## src/rtl/pfs_pkg.sv

```systemverilog
package pfs_pkg;
    typedef enum logic [1:0] {
        ST_SEARCH = 2'd0,
        ST_CHECK  = 2'd1,
        ST_LOCK   = 2'd2
    } sync_state_e;
endpackage

```

## src/rtl/pfs_correlator.sv

```systemverilog
module pfs_correlator #(
    parameter int SYNC_MAX = 33,
    parameter int LEN_W    = $clog2(SYNC_MAX + 1)
) (
    input  logic                clk,
    input  logic                rst_n,
    input  logic                strobe,
    input  logic                bit_in,
    input  logic [LEN_W-1:0]    cfg_len,
    input  logic [SYNC_MAX-1:0] cfg_pattern,
    input  logic [LEN_W-1:0]    cfg_tol,
    output logic                hit
);
    logic [SYNC_MAX-2:0] hist_d, hist_q;
    logic [SYNC_MAX-1:0] window;
    logic [LEN_W-1:0]    errs;

    always_comb begin
        window = {hist_q, bit_in};
        errs   = '0;
        for (int i = 0; i < SYNC_MAX; i++) begin
            if (LEN_W'(i) < cfg_len) begin
                errs = errs + LEN_W'(window[i] ^ cfg_pattern[i]);
            end
        end
        hit    = (errs <= cfg_tol);
        hist_d = strobe ? window[SYNC_MAX-2:0] : hist_q;
    end

    always_ff @(posedge clk) begin
        if (!rst_n) hist_q <= '0;
        else        hist_q <= hist_d;
    end


    hist_hold_chk: assert property (@(posedge clk) disable iff (!rst_n)
        !strobe |=> $stable(hist_q));
endmodule

```

## src/rtl/pfs_packer.sv

```systemverilog
module pfs_packer #(
    parameter int WORD_W = 8,
    parameter int CNT_W  = $clog2(WORD_W)
) (
    input  logic              clk,
    input  logic              rst_n,
    input  logic              take,
    input  logic              clear,
    input  logic              bit_in,
    output logic              word_valid,
    output logic [WORD_W-1:0] word_data
);
    typedef struct packed {
        logic [CNT_W-1:0]  cnt;
        logic [WORD_W-1:0] sh;
        logic              vld;
        logic [WORD_W-1:0] data;
    } pack_t;

    pack_t r, n;

    always_comb begin
        n     = r;
        n.vld = 1'b0;
        if (clear) begin
            n.cnt = '0;
        end else if (take) begin
            n.sh = {r.sh[WORD_W-2:0], bit_in};
            if (r.cnt == CNT_W'(WORD_W - 1)) begin
                n.cnt  = '0;
                n.vld  = 1'b1;
                n.data = {r.sh[WORD_W-2:0], bit_in};
            end else begin
                n.cnt = r.cnt + 1'b1;
            end
        end
    end

    always_ff @(posedge clk) begin
        if (!rst_n) r <= '0;
        else        r <= n;
    end

    assign word_valid = r.vld;
    assign word_data  = r.data;


    word_after_take_chk: assert property (@(posedge clk) disable iff (!rst_n)
        r.vld |-> $past(take));
endmodule

```

## src/rtl/pcm_frame_sync.sv

```systemverilog
module pcm_frame_sync
    import pfs_pkg::*;
#(
    parameter int SYNC_MAX = 33,
    parameter int FRAME_W  = 15,
    parameter int MINOR_W  = 8,
    parameter int WORD_W   = 8,
    parameter int MISS_W   = 3,
    parameter int LEN_W    = $clog2(SYNC_MAX + 1)
) (
    input  logic                clk,
    input  logic                rst_n,
    input  logic                bit_strobe,
    input  logic                bit_data,
    input  logic [LEN_W-1:0]    cfg_sync_len,
    input  logic [SYNC_MAX-1:0] cfg_sync_pattern,
    input  logic [LEN_W-1:0]    cfg_err_tol,
    input  logic [FRAME_W-1:0]  cfg_frame_len,
    input  logic [MINOR_W-1:0]  cfg_minor_last,
    input  logic [MISS_W-1:0]   cfg_miss_limit,
    output logic                sof,
    output logic                word_valid,
    output logic [WORD_W-1:0]   word_data,
    output logic [MINOR_W-1:0]  minor_count,
    output logic [1:0]          sync_state
);
    typedef struct packed {
        sync_state_e         state;
        logic [FRAME_W-1:0]  pos;
        logic                good;
        logic [MISS_W-1:0]   misses;
        logic [MINOR_W-1:0]  minor;
        logic                sof;
    } fsm_t;

    fsm_t r, n;
    logic hit, at_sync, in_data, pk_take, pk_clear;
    logic [FRAME_W-1:0] data_len;
    logic [MINOR_W-1:0] minor_next;

    pfs_correlator #(.SYNC_MAX(SYNC_MAX), .LEN_W(LEN_W)) u_corr (
        .clk         (clk),
        .rst_n       (rst_n),
        .strobe      (bit_strobe),
        .bit_in      (bit_data),
        .cfg_len     (cfg_sync_len),
        .cfg_pattern (cfg_sync_pattern),
        .cfg_tol     (cfg_err_tol),
        .hit         (hit)
    );

    always_comb begin
        n          = r;
        pk_clear   = 1'b0;
        data_len   = cfg_frame_len - FRAME_W'(cfg_sync_len);
        at_sync    = (r.pos == cfg_frame_len - FRAME_W'(1));
        in_data    = (r.pos < data_len);
        minor_next = (r.minor == cfg_minor_last) ? '0 : r.minor + 1'b1;
        pk_take    = bit_strobe && (r.state == ST_LOCK) && in_data;
        if (bit_strobe) begin
            n.sof = 1'b0;
            n.pos = r.pos + 1'b1;
            case (r.state)
                ST_SEARCH: begin
                    if (hit) begin
                        n.state  = ST_CHECK;
                        n.pos    = '0;
                        n.good   = 1'b0;
                        pk_clear = 1'b1;
                    end
                end
                ST_CHECK: begin
                    if (at_sync) begin
                        n.pos    = '0;
                        pk_clear = 1'b1;
                        if (!hit) begin
                            n.state = ST_SEARCH;
                        end else if (r.good) begin
                            n.state  = ST_LOCK;
                            n.minor  = '0;
                            n.misses = '0;
                            n.sof    = 1'b1;
                        end else begin
                            n.good = 1'b1;
                        end
                    end
                end
                ST_LOCK: begin
                    if (at_sync) begin
                        n.pos    = '0;
                        pk_clear = 1'b1;
                        if (hit) begin
                            n.misses = '0;
                            n.minor  = minor_next;
                            n.sof    = 1'b1;
                        end else if (({1'b0, r.misses} + 1'b1) >= {1'b0, cfg_miss_limit}) begin
                            n.state  = ST_SEARCH;
                            n.misses = '0;
                            n.minor  = '0;
                        end else begin
                            n.misses = r.misses + 1'b1;
                            n.minor  = minor_next;
                            n.sof    = 1'b1;
                        end
                    end
                end
                default: n.state = ST_SEARCH;
            endcase
        end
    end

    always_ff @(posedge clk) begin
        if (!rst_n) begin
            r.state  <= ST_SEARCH;
            r.pos    <= '0;
            r.good   <= 1'b0;
            r.misses <= '0;
            r.minor  <= '0;
            r.sof    <= 1'b0;
        end else begin
            r <= n;
        end
    end

    pfs_packer #(.WORD_W(WORD_W)) u_pack (
        .clk        (clk),
        .rst_n      (rst_n),
        .take       (pk_take),
        .clear      (pk_clear),
        .bit_in     (bit_data),
        .word_valid (word_valid),
        .word_data  (word_data)
    );

    assign sof         = r.sof;
    assign minor_count = r.minor;
    assign sync_state  = r.state;


    sof_in_lock_chk: assert property (@(posedge clk) disable iff (!rst_n)
        r.sof |-> r.state == ST_LOCK);

    sof_ends_chk: assert property (@(posedge clk) disable iff (!rst_n)
        (r.sof && bit_strobe && !at_sync) |=> !r.sof);

    no_skip_lock_chk: assert property (@(posedge clk) disable iff (!rst_n)
        (r.state == ST_SEARCH) |=> (r.state != ST_LOCK));

    minor_hold_chk: assert property (@(posedge clk) disable iff (!rst_n)
        !bit_strobe |=> $stable(r.minor));

    word_in_lock_chk: assert property (@(posedge clk) disable iff (!rst_n)
        word_valid |-> r.state == ST_LOCK);
endmodule

```

## config.mk

```make
export PLATFORM = sky130hd
export DESIGN_NAME = pcm_frame_sync
export DESIGN_NICKNAME = d
export VERILOG_FILES = /design/src/rtl/pfs_pkg.sv /design/src/rtl/pfs_correlator.sv /design/src/rtl/pfs_packer.sv /design/src/rtl/pcm_frame_sync.sv
export SDC_FILE = /design/constraint.sdc
export NUM_CORES = 1
export LEC_CHECK = 0
export BUFFER_PORTS_ARGS = -buffer_cell sky130_fd_sc_hd__buf_2
export CAP_MARGIN = 5
export CORE_MARGIN = 3
export CORE_UTILIZATION = 26
export DETAILED_ROUTE_END_ITERATION = 16
export PLACE_DENSITY = 0.46
export SLEW_MARGIN = 5
export SYNTH_ARGS = -nofsm -noshare
export SYNTH_HDL_FRONTEND = slang
export SYNTH_SLANG_ARGS = --single-unit
```

## constraint.sdc

```tcl
create_clock -name clk -period 53.5 [get_ports clk]
set_input_delay 5.35 -clock clk [delete_from_list [all_inputs] [get_ports clk]]
set_output_delay 5.35 -clock clk [all_outputs]
set_load 0.01 [all_outputs]
```

==> run metrics, run 1 <==
status=complete, no violations; setup TNS=0 ns; Final min period=28.87 ns; post-CTS setup buffer count=0; area grow syn2layout=10.6%; total routed wirelength=29.9 mm; largest family of logic cells by synthesized area=simple AND/OR/NAND/NOR gates; router iterations before antenna repair=5; crit-path max FO=33; Final Hold Fails=0; end of the worst register-to-register path=minor_count[4]; largest net degree at the start of global routing=58; most frequent cells in the layout=nor2_1, nand2_1, ha_1; post-cts resize count=0; Root Buffer Master=clkbuf_16; ys flop type=dfxtp_1; vias in the first global route=9184; most used cell along the critical path=ha_1; HPWL after DPL=24.0 mm; mux cell area share after synthesis=0.0914; Total GRT Usage=0.135; clock buffer depth=2; Post-synth ARST share=0; share of cells above drive strength 1=0.141; Unique masters post-synth=100; Hold Path Stages=2; antenna violations before repair=0; Post-Synth Adder-Cell Area=0.129; Required @ worst endpoint=53.78 ns; RSZ-0062 raised after global routing=no; Hold EP=u_pack.r[18]; Initial Util=0.266; drt initial violations=532; #FFs+latches synth=81; crit path DAT=29.15 ns; die area=43400 sq um; core box area=40100 sq um; sequential share of the synthesized area=0.152; Reg2Reg Depth=117; DR WL/cell=15.5 microns; Least-Margin Pin Slew=1.08 ns; commonest non-fill, non-tap cell in the layout=nor2_1; n_diodes=0; hold crit path type=flip-flop to flip-flop; EDFF count, synth=0; crit share post-route=0.540; max cap viols=0; CP startpoint=cfg_sync_len[5]; fin. max-slew vios=0; slowest CP cell=xnor3_1; synthesized area per cell=7.89 sq um; vias per cell=4.94; max incr delay on CP=0.62 ns; Crit. End Element=flip-flop; HP Start=u_pack.r[18]; CTS tree=done; worst skew pair latency=0.36 ns; clock skew=0.0138 ns; clock sink count=81; DRC Markers=0; I/O Buffers=94; multi-input logic area=8520 sq um; reg2reg start=u_corr.hist_q[0]; Worst setup SP type=input pin; syn_nets=1528; achievable frequency=34.6 MHz; # setup viols final=0; critical path class=input pin to flip-flop; area fraction in and, or, nand and nor cells after synthesis=0.223; xor/xnor cell area share of the yosys netlist=0.179; CTS H-tree depth=3; Slew HR=0.278; die height=208 microns; CTS Buf Count=9; hold_buf cts=0; first-pass GRT wire length=48.4 mm; fillcell total=4275; global placement routability congestion=0.835; Ys Warns=0; Die X=208 microns; post-route antenna net violation count=0; num rows=73; Layout Nets=1574; io pins=95; cell count after synthesis=1351; Register Area=1620 sq um; synthesized area=10700 sq um; r2r setup slk=30.31 ns; clk slew on worst S/H paths=0.08 ns; grt ovf=0; vias post-DR=9519; Compound-Gate Fraction of Synth Area=0.178
## critical path, delay by kind of cell
| kind | cells | cell delay (ns) |
|---|---|---|
| xor+xnor | 1 | 0.62 |
| compound gates | 28 | 5.18 |
| buf+inv | 8 | 1.00 |
| mux | 8 | 2.11 |
| simple gates | 41 | 4.88 |
| fa+ha+maj | 33 | 9.98 |
## cell type report
class / instances / area share
well taps: 525 / 0.0557
clock buffers: 9 / 0.0191
clock inverters: 7 / 0.00616
flip-flops and latches: 81 / 0.138
repair buffers: 99 / 0.0431
multi-input cells: 1159 / 0.723
inverters: 47 / 0.0150
## synthesized netlist by cell type (6+ instances only)
cell | count | area (sq um)
nand2_1 | 136 | 510
and2_1 | 13 | 81.3
xnor2_2 | 10 | 163
nand3_1 | 39 | 195
o22ai_1 | 8 | 50.1
maj3_1 | 8 | 80.1
xnor2_1 | 69 | 604
ha_1 | 101 | 1260
or3_1 | 14 | 87.6
and3_1 | 18 | 113
buf_4 | 18 | 135
a31oi_1 | 15 | 93.8
clkbuf_1 | 35 | 131
nor2b_1 | 12 | 75.1
o21ai_0 | 53 | 265
o21a_1 | 19 | 143
nor4_1 | 7 | 43.8
xor2_1 | 75 | 657
mux2_2 | 20 | 225
inv_1 | 46 | 173
a211oi_1 | 10 | 75.1
nand2b_1 | 25 | 156
o211ai_1 | 16 | 120
mux2i_1 | 70 | 701
nand4_1 | 13 | 81.3
a21oi_1 | 74 | 370
nor2_1 | 161 | 604
dfxtp_1 | 81 | 1620
a211o_1 | 6 | 52.6
nor3_1 | 22 | 110
a21o_1 | 15 | 113
## worst max path at each step
stage                           endpoint  slack [ns]  cells past startpoint
after floorplan           minor_count[0]       26.61                    120
after global placement    minor_count[4]       25.13                    119
after detailed placement  minor_count[4]       24.48                    119
after CTS                 minor_count[4]       24.80                    119
after global routing      minor_count[7]       22.93                    120
final                     minor_count[4]       24.63                    119
## per-layer routing
layer	GRT usage	wire (microns)
met3	0.0112	804
met4	0.0272	358
met1	0.174	13800
met2	0.244	15000
met5	0	0
## state kept, by name (all words and copies together), names as in the netlist
name,flops
minor_count,8
sof,1
u_pack.word_valid,1
u_corr.hist_q,32
u_pack.word_data,8
u_pack.r,10
r,19
sync_state,2
## kinds of logic after synthesis
family                     after synthesis
AOI/OAI and AO/OA                      282
xor gates and xnor gates               175
adders and majority gates              111
buffers and inverters                  111
DFF                                     81
muxes                                   93
and+or+nand+nor                        498
## per-stage QoR
step | setup WS [ns] | hold slack, ns | std cells | cell area, sq um | util
3_5_place_dp | 24.48 | 0.459 | 1911 | 11500 | 0.286
4_1_cts | 24.80 | 0.472 | 1927 | 11800 | 0.294
5_1_grt | 22.93 | 0.506 | 1927 | 11800 | 0.294
2_1_floorplan | 26.61 | 0.436 | 1351 | 10700 | -
3_3_place_gp | 25.13 | 0.450 | 1911 | 11500 | 0.286
6_report | 24.63 | 0.466 | 1927 | 11800 | 0.294
Power of run 1 is left out: the tool's default activity adds up to more than one toggle a clock period on the data nets, which glitch-free logic cannot reach.
==> run 2, diff against run 1 <==
ABC_AREA = 1   (was default)
PLACE_DENSITY = 0.48   (was 0.46)
clock period = 24.7 ns   (was 53.5 ns; I/O delays follow)
==> run 2 against run 1 <==
  * Core utilization up 0.68 points
  * Clock skew down 0.0030 ns
  * Sequential share of layout area down 0.34 points
  * Cell area up 2.6%
  * First-iteration DRC count down 32%
  * Hold slack worse by 0.00089 ns
==> run metrics, run 2 <==
CTS H-tree depth=3; I/O Buffers=94; core box area=40200 sq um; most frequent cell after synthesis=nand2_1; n_diodes=0; Required @ worst endpoint=24.94 ns; HPWL after DPL=23.7 mm; cell count after synthesis=1768; DR WL/cell=12.0 microns; post-synth top area cell=dfxtp_1; synthesized area per cell=6.04 sq um; Final min period=23.04 ns; Unique masters post-synth=45; crit-path max FO=6; largest net degree at the start of global routing=53; Hold EP=u_pack.r[19]; achievable frequency=43.4 MHz; clock buffer depth=2; grt ovf=0; synthesized area=10700 sq um; LEAKAGE=6.58 nW; Buf/Inv on CP=20; post-route antenna net violation count=0; crit path DAT=23.28 ns; clock skew=0.0108 ns; sequential share of power=0.085; worst skew pair latency=0.36 ns; #FFs+latches synth=81; CTS tree=done; Hold Path Stages=2; fin area=12100 sq um; WHS=0.465 ns; Post-synth ARST share=0; router iterations before antenna repair=5; worst vdd ir=0.0718 mV; vias post-DR=10500; Reg2Reg Depth=127; max reg flops=32; Cell Int Power=0.740 mW; max incr delay on CP=0.32 ns; Combinational Power Share=0.838; clk slew on worst S/H paths=0.07 ns; area grow syn2layout=13.2%; clock share of power=0.077; end of the worst register-to-register path=minor_count[6]; Root Buffer Master=clkbuf_16; most frequent cells in the layout=nand2_1, inv_1, nor2_1; sw frac=0.583; CP top delay family=adder cells; fin. max-slew vios=0; hold crit path type=flip-flop to flip-flop; Layout Nets=2032; Final Worst Setup Slack=1.66 ns; vias in the first global route=10000; syn_nets=1945; # setup viols final=0; Initial Util=0.266; r2r setup slk=3.84 ns; area post-placement=11600 sq um; CP startpoint=cfg_sync_len[0]; Largest Register=u_corr.hist_q; Pwr Total=1.77 mW; sequential share of the synthesized area=0.152; top cells by count, synth=nand2_1, inv_1, nor2_1; Die X=209 microns; share of cells above drive strength 1=0.166; ys flop type=dfxtp_1; antenna violations before repair=1; Least-Margin Pin Slew=1.00 ns; ranking of synthesized cells by area=dfxtp_1, nand2_1, ha_1, inv_1, nand3_1; vias per cell=4.41; io pins=95; DRC Markers=0; crit share post-route=0.933; Regs by FF count=u_corr.hist_q: 32 flops, r: 19 flops, u_pack.r: 10 flops; post-layout util=0.301; EDFF count, synth=0; critical path class=input pin to flip-flop; reg2reg start=u_corr.hist_q[0]; status=complete, no violations; most used cell along the critical path=nand2_1; hold_buf cts=0; die area=43500 sq um; Setup WS pre-CTS=0.208 ns; Crit. End Element=flip-flop; clock sink count=81; total routed wirelength=28.5 mm; global placement routability congestion=0.824; first-pass GRT wire length=47.7 mm; CTS Buf Count=9; num rows=73; Ys Warns=0; HP Start=u_pack.r[19]; die height=209 microns; max cap viols=0; slowest CP cell=or2_2; Worst setup SP type=input pin; drt initial violations=363; Pwr per Cell Area=147 nW/um^2; Final Hold Fails=0; area share of the largest cell type after synthesis=0.152; commonest non-fill, non-tap cell in the layout=nand2_1; Total GRT Usage=0.130; Switch Pwr=1.03 mW; Slew HR=0.333
-- run 2: worst max-delay path by stage --
stage | cells after the start | slack, ns | endpoint
after floorplan | 129 | 1.86 | minor_count[6]
after global placement | 132 | 0.65 | minor_count[6]
after detailed placement | 132 | 0.21 | minor_count[6]
after CTS | 132 | 0.53 | minor_count[6]
after global routing | 132 | -0.001 | minor_count[6]
final | 132 | 1.66 | minor_count[6]
-- run 2: layout make-up --
cell class                 instances  area, sq um
clock inverter                     6         47.5
inverter                         298         1120
clock buffer                      10          239
sequential                        81         1620
fill                            4542        28100
timing repair buffer             111          598
tap                              525          657
multi-input combinational       1354         7800
-- run 2: power by group through the flow --
stage,logic [mW],clock network (mW),registers (mW)
finish,1.49,0.137,0.150
detailed placement,1.47,0,0.153
CTS,1.48,0.143,0.150
floorplan,1.23,0,0.150
global placement,1.45,0,0.153
global route,1.74,0.146,0.152
-- run 2: through the flow --
| stage | std cells | setup TNS [ns] |
|---|---|---|
| floorplan | 1768 | 0 |
| global placement | 2357 | 0 |
| detailed placement | 2357 | 0 |
| CTS | 2373 | 0 |
| global route | 2385 | -0.00149 |
| finish | 2385 | 0 |
-- run 2: worst reg2reg max path: cells and delay by family (launching register included) --
family / cells / cell delay, ns
AOI/OAI and AO/OA: 16 / 2.09
xor gates and xnor gates: 2 / 0.37
adders and majority gates: 34 / 9.67
buffers and inverters: 16 / 1.21
DFF: 1 / 0.37
and+or+nand+nor: 59 / 7.11
-- run 2: repair_timing --
action,in CTS,in global routing
buffers inserted,0,12
setup endpoints to repair,0,33
gates resized for setup,0,25
-- run 2: cell families after synthesis --
group | count (synthesis) | share of synthesized area
AND/OR/NAND/NOR | 1023 | 0.458
buffers and inverters | 333 | 0.124
flip-flops | 81 | 0.152
XOR/XNOR | 85 | 0.0697
adder cells (fa/ha/maj) | 102 | 0.120
AO/OA/AOI/OAI | 144 | 0.0759
-- run 2: metal layers --
layer | wire [microns] | vias up | track usage
met5 | 10 | - | 0
met4 | 255 | 2 | 0.0212
met3 | 906 | 18 | 0.0183
met2 | 13300 | 115 | 0.231
met1 | 14000 | 4580 | 0.170
li1 | - | 5793 | -
(Power assumes the default switching activity.)
